--- src/rtl/ssf_pkg.sv ---
package ssf_pkg;
   localparam int unsigned NFLAG = 5;
   localparam int unsigned B_PAR = 0;
   localparam int unsigned B_FRM = 1;
   localparam int unsigned B_OVR = 2;
   localparam int unsigned B_RXF = 3;
   localparam int unsigned B_TXE = 4;
   localparam logic [NFLAG-1:0] RST_PATTERN = 5'b10000;
endpackage

--- src/rtl/ssf_flag_cell.sv ---
module ssf_flag_cell #(
   parameter bit RST_VAL = 1'b0
) (
   input  logic clk,
   input  logic rst_n,
   input  logic force_rst,
   input  logic set_evt,
   input  logic hw_clr,
   input  logic sw_rd,
   input  logic sw_wr,
   input  logic sw_bit,
   output logic flag_q
);
   logic armed_q;
   logic flag_d;
   logic armed_d;
   logic sw_clr;

   // software clear only when armed and a zero is written
   assign sw_clr = sw_wr && !sw_bit && armed_q;

   always_comb begin
      if (force_rst)                flag_d = RST_VAL;
      else if (set_evt)             flag_d = 1'b1;
      else if (hw_clr || sw_clr)    flag_d = 1'b0;
      else                          flag_d = flag_q;
   end

   // armed survives only while the flag stays 1 and no write occurs
   assign armed_d = !force_rst && !sw_wr && flag_d && (armed_q || (sw_rd && flag_q));

   always_ff @(posedge clk or negedge rst_n) begin
      if (!rst_n) begin
         flag_q  <= RST_VAL;
         armed_q <= 1'b0;
      end else begin
         flag_q  <= flag_d;
         armed_q <= armed_d;
      end
   end
endmodule

--- src/rtl/ssf_irq_stage.sv ---
module ssf_irq_stage #(
   parameter int unsigned NREQ    = 2,
   parameter bit          IRQ_REG = 1'b1
) (
   input  logic            clk,
   input  logic            rst_n,
   input  logic [NREQ-1:0] src,
   input  logic [NREQ-1:0] ena,
   output logic [NREQ-1:0] req
);
   logic [NREQ-1:0] raw;
   assign raw = src & ena;

   generate
      if (IRQ_REG) begin : g_reg
         logic [NREQ-1:0] req_q;
         always_ff @(posedge clk or negedge rst_n) begin
            if (!rst_n) req_q <= '0;
            else        req_q <= raw;
         end
         assign req = req_q;
      end else begin : g_comb
         assign req = raw;
         // clock and reset are unused in this variant
         logic unused_ok;
         assign unused_ok = clk ^ rst_n;
      end
   endgenerate
endmodule

--- src/rtl/serial_status_flags.sv ---
module serial_status_flags
   import ssf_pkg::*;
#(
   parameter bit IRQ_REG = 1'b1
) (
   input  logic             clk,
   input  logic             rst_n,
   input  logic             standby,
   input  logic             cpu_rd,
   input  logic             cpu_wr,
   input  logic [NFLAG-1:0] stat_wdata,
   output logic [NFLAG-1:0] stat_rd,
   input  logic             tx_en,
   input  logic             tx_moved,
   input  logic             dma_tx_wr,
   input  logic             rx_done,
   input  logic             dma_rx_rd,
   input  logic             ovr_evt,
   input  logic             frm_evt,
   input  logic             par_evt,
   input  logic             tx_irq_en,
   input  logic             rx_irq_en,
   output logic             irq_tx,
   output logic             irq_rx
);
   localparam int unsigned NREQ = 2;

   initial begin
      if (NFLAG != 5) $error("serial_status_flags: flag count must be 5");
      if (RST_PATTERN != 5'b10000) $error("serial_status_flags: unexpected reset pattern");
   end

   logic [NFLAG-1:0] set_vec;
   logic [NFLAG-1:0] clr_vec;
   logic [NFLAG-1:0] flags;

   always_comb begin
      set_vec        = '0;
      clr_vec        = '0;
      set_vec[B_TXE] = tx_moved || !tx_en;
      clr_vec[B_TXE] = dma_tx_wr;
      set_vec[B_RXF] = rx_done;
      clr_vec[B_RXF] = dma_rx_rd;
      set_vec[B_OVR] = ovr_evt;
      set_vec[B_FRM] = frm_evt;
      set_vec[B_PAR] = par_evt;
   end

   generate
      for (genvar g = 0; g < NFLAG; g++) begin : g_flag
         ssf_flag_cell #(.RST_VAL(RST_PATTERN[g])) u_cell (
            .clk       (clk),
            .rst_n     (rst_n),
            .force_rst (standby),
            .set_evt   (set_vec[g]),
            .hw_clr    (clr_vec[g]),
            .sw_rd     (cpu_rd),
            .sw_wr     (cpu_wr),
            .sw_bit    (stat_wdata[g]),
            .flag_q    (flags[g])
         );
      end
   endgenerate

   assign stat_rd = flags;

   logic [NREQ-1:0] req;
   ssf_irq_stage #(.NREQ(NREQ), .IRQ_REG(IRQ_REG)) u_irq (
      .clk   (clk),
      .rst_n (rst_n),
      .src   ({flags[B_RXF], flags[B_TXE]}),
      .ena   ({rx_irq_en, tx_irq_en}),
      .req   (req)
   );
   assign irq_tx = req[0];
   assign irq_rx = req[1];
endmodule

--- config.mk ---
export PLATFORM = sky130hd
export DESIGN_NAME = serial_status_flags
export DESIGN_NICKNAME = d
export VERILOG_FILES = /design/src/rtl/ssf_pkg.sv /design/src/rtl/ssf_flag_cell.sv /design/src/rtl/ssf_irq_stage.sv /design/src/rtl/serial_status_flags.sv
export SDC_FILE = /design/constraint.sdc
export NUM_CORES = 1
export LEC_CHECK = 0
export ABC_CLOCK_PERIOD_IN_PS = 1090
export BUFFER_PORTS_ARGS = -buffer_cell sky130_fd_sc_hd__buf_2
export CAP_MARGIN = 20
export CORE_MARGIN = 2
export CORE_UTILIZATION = 38
export DETAILED_ROUTE_END_ITERATION = 8
export PLACE_DENSITY = 0.8
export SYNTH_ARGS = -nofsm -noshare
export SYNTH_HDL_FRONTEND = slang
export SYNTH_SLANG_ARGS = --single-unit
--- constraint.sdc ---
create_clock -name clk -period 1.09 [get_ports clk]
set_clock_uncertainty 0.2 [all_clocks]
set_input_delay 0.1635 -clock clk [delete_from_list [all_inputs] [get_ports clk]]
set_output_delay 0.1635 -clock clk [all_outputs]
set_load 0.01 [all_outputs]
==> results.sh <==
export IMPL_cts_buffers=3
export IMPL_maxCapViolCount=0
export IMPL_drt_iter0_markers=10
export IMPL_fin_hold_ws_ns=-0.0153
export IMPL_leakage_nw=0.437
export IMPL_num_nets_final=107
export IMPL_via_count=521
export IMPL_tritoncts="built"
export IMPL_setup_worst_path_start="g_flag[4].u_cell.flag_q$_DFF_PN1_"
export IMPL_fin_crit_ns=1.36
export IMPL_die_w_um=42.2
export IMPL_grt_use_total=0.190
export IMPL_required_ns=0.73
export IMPL_total_power_mw=1.06
export IMPL_drt_wl_total_mm=1.50
export IMPL_fp_dieH_um=42.2
export IMPL_diodes=0
export IMPL_antenna_left=0
export IMPL_layout_commonest_cell="buf_2"
export IMPL_hp_start="tx_moved"
export IMPL_dr_pass1_iters=4
export IMPL_clk_pin_slew_ns=0.08
export IMPL_hpwl_um=824
export IMPL_ys_ff_latch=12
export IMPL_placed_area_um2=678
export IMPL_cts_root_buf="clkbuf_4"
export IMPL_syn_area_um2=554
export IMPL_clkSinkCount=12
export IMPL_synth_top_area_share=0.497
export IMPL_fill_cells=95
export IMPL_fin_ws_ns=-0.267
export IMPL_dieArea_um2=1780
export IMPL_hold_viol=5
export IMPL_final_area_um2=940
export IMPL_syn_area_per_cell_um2=11.1
export IMPL_r2r_setup_slack_ns=-0.24
export IMPL_grt_pass1_wl_mm=2.46
export IMPL_ctsHoldBuffers=4
export IMPL_clock_fmax_mhz=737
export IMPL_vdd_drop_max_v=0.000681
export IMPL_final_cell_mix="buf_2 (24), dfrtp_1 (11), buf_6 (6), buf_4 (5), dlygate4sd3_1 (4)"
export IMPL_violations="negative hold slack, negative setup slack"
export IMPL_drc=0
export IMPL_yosysWarnings=0
export IMPL_setup_viol=10
export IMPL_cts_htree_levels=1
export IMPL_critPathCaptureType="output port"
export IMPL_crit_type="register to output port"
export IMPL_avgRoutedWirePerCell_um=14.9
export IMPL_core_area_um2=1330
export IMPL_initial_core_util=0.416
export IMPL_status="finished with violations"
export IMPL_fp_row_count=13
export IMPL_clock_latency_ns=0.28
export IMPL_multi_input_area_um2=310
export IMPL_synth_seq_area_share=0.544
export IMPL_grt_max_degree=13
export IMPL_crit_fanout=2
export IMPL_worst_pin_slew_ns=0.293
export IMPL_yosysTopAreaCell="dfrtp_1"
export IMPL_drive_gt1_frac=0.616
export IMPL_ys_top_cells_by_area="dfrtp_1 (50%), buf_4 (6.8%), nor4bb_1 (5.4%), a2111oi_2 (5.4%), dfstp_2 (4.7%)"
export IMPL_seqCellArea_um2=302
export IMPL_gp_congestion=0.768
export IMPL_grt_pass1_vias=543
export IMPL_synth_cell_types=20
export IMPL_timing_rr_start="g_flag[4].u_cell.flag_q$_DFF_PN1_"
export IMPL_top_level_ports=27
export IMPL_start_kind="register"
export IMPL_rsz0062_at_grt="yes"
export IMPL_fin_crit_sh=1.24
export IMPL_cellPowerDensity_nw_per_um2=1130
export IMPL_io_buffers=26
export IMPL_drv_slew=0
export IMPL_arrival_ns=0.99
export IMPL_antenna_found_initial=0
export IMPL_viasPerCell=5.16
export IMPL_syn2layout_area_growth_pct=69.5
export IMPL_clockBufferDepth=2
export IMPL_hold_path_class="input port to register"
export IMPL_synth_cells=50
export IMPL_grt_overflow_total=0
export IMPL_synth_nets=70
export IMPL_relSlewSlack=0.804
[sequential cells by signal (all words and copies together) (netlist names)]
signal / flops
g_flag.u_cell.armed_q: 5
g_flag.u_cell.flag_q: 5
u_irq.req: 2
[final timing paths]
check / to / depth (start not counted)
setup / recovery: stat_rd[4] / 2
hold / removal: g_flag[4].u_cell.flag_q$_DFF_PN1_ / 3
setup reg to reg: g_flag[4].u_cell.armed_q$_DFF_PN0_ / 3
hold reg to reg: g_flag[0].u_cell.flag_q$_DFF_PN0_ / 1
max in group asynchronous: g_flag[4].u_cell.flag_q$_DFF_PN1_ / 2
min in group asynchronous: g_flag[2].u_cell.flag_q$_DFF_PN0_ / 2
[synth_stat cells (all sizes together)]
master   count
a2111oi      2
a211oi       2
a21oi        4
a311oi       1
and2         2
and3b        1
buf          7
dfrtp       11
dfstp        1
inv          2
nand2        1
nand2b       2
nor2         4
nor2b        1
nor3         2
nor4         2
nor4bb       3
o211ai       1
o21ai        1
[cells by family (layout without fill, tap and decap cells)]
kind of cell | Yosys count | count (layout) | share of synthesized area
and+or+nand+nor | 18 | 18 | 0.201
DFF | 12 | 12 | 0.544
buffers and inverters | 9 | 45 | 0.0993
AOI/OAI and AO/OA | 11 | 11 | 0.156
[power breakdown]
| group | total [mW] | switching [mW] | internal [mW] |
|---|---|---|---|
| registers | 0.476 | 0.0105 | 0.466 |
| clock network | 0.369 | 0.165 | 0.203 |
| logic | 0.217 | 0.106 | 0.111 |
[per-layer routing]
metal | up-vias | part of all wire | track usage
met5 | - | 0 | 0
met4 | 0 | 0.019 | 0.0750
met3 | 4 | 0.064 | 0.0690
met2 | 23 | 0.52 | 0.338
met1 | 247 | 0.40 | 0.201
li1 | 247 | - | -
[critical path: stages (launching register included)]
cell	delay, ns
dfstp_2	0.54
buf_6	0.09
buf_6	0.09
[what timing repair did]
action | in CTS | in global routing
endpoints found under the hold margin | 23 | 8
endpoints found under the setup margin | 10 | 14
buffers inserted | 5 | 1
gates resized for setup | 9 | 15
pin swaps | 2 | 5
[stage by stage]
step	std cells	setup TNS (ns)	util	worst slack, ns
3_3_place_gp	87	-0.0992	0.508	-0.0966
4_1_cts	100	-1.17	0.635	-0.278
3_5_place_dp	87	-0.214	0.508	-0.173
5_1_grt	101	-1.64	0.705	-0.314
6_report	101	-1.17	0.705	-0.267
2_1_floorplan	50	-0.0907	-	-0.0907
[area by class of cell]
cell class / count / share of cell area
Sequential cell: 12 / 0.321
Clock buffer: 4 / 0.0386
Multi-Input combinational cell: 29 / 0.330
Tap cell: 15 / 0.0200
Timing Repair Buffer: 39 / 0.282
Inverter: 2 / 0.00799
(Power assumes the default switching activity.)
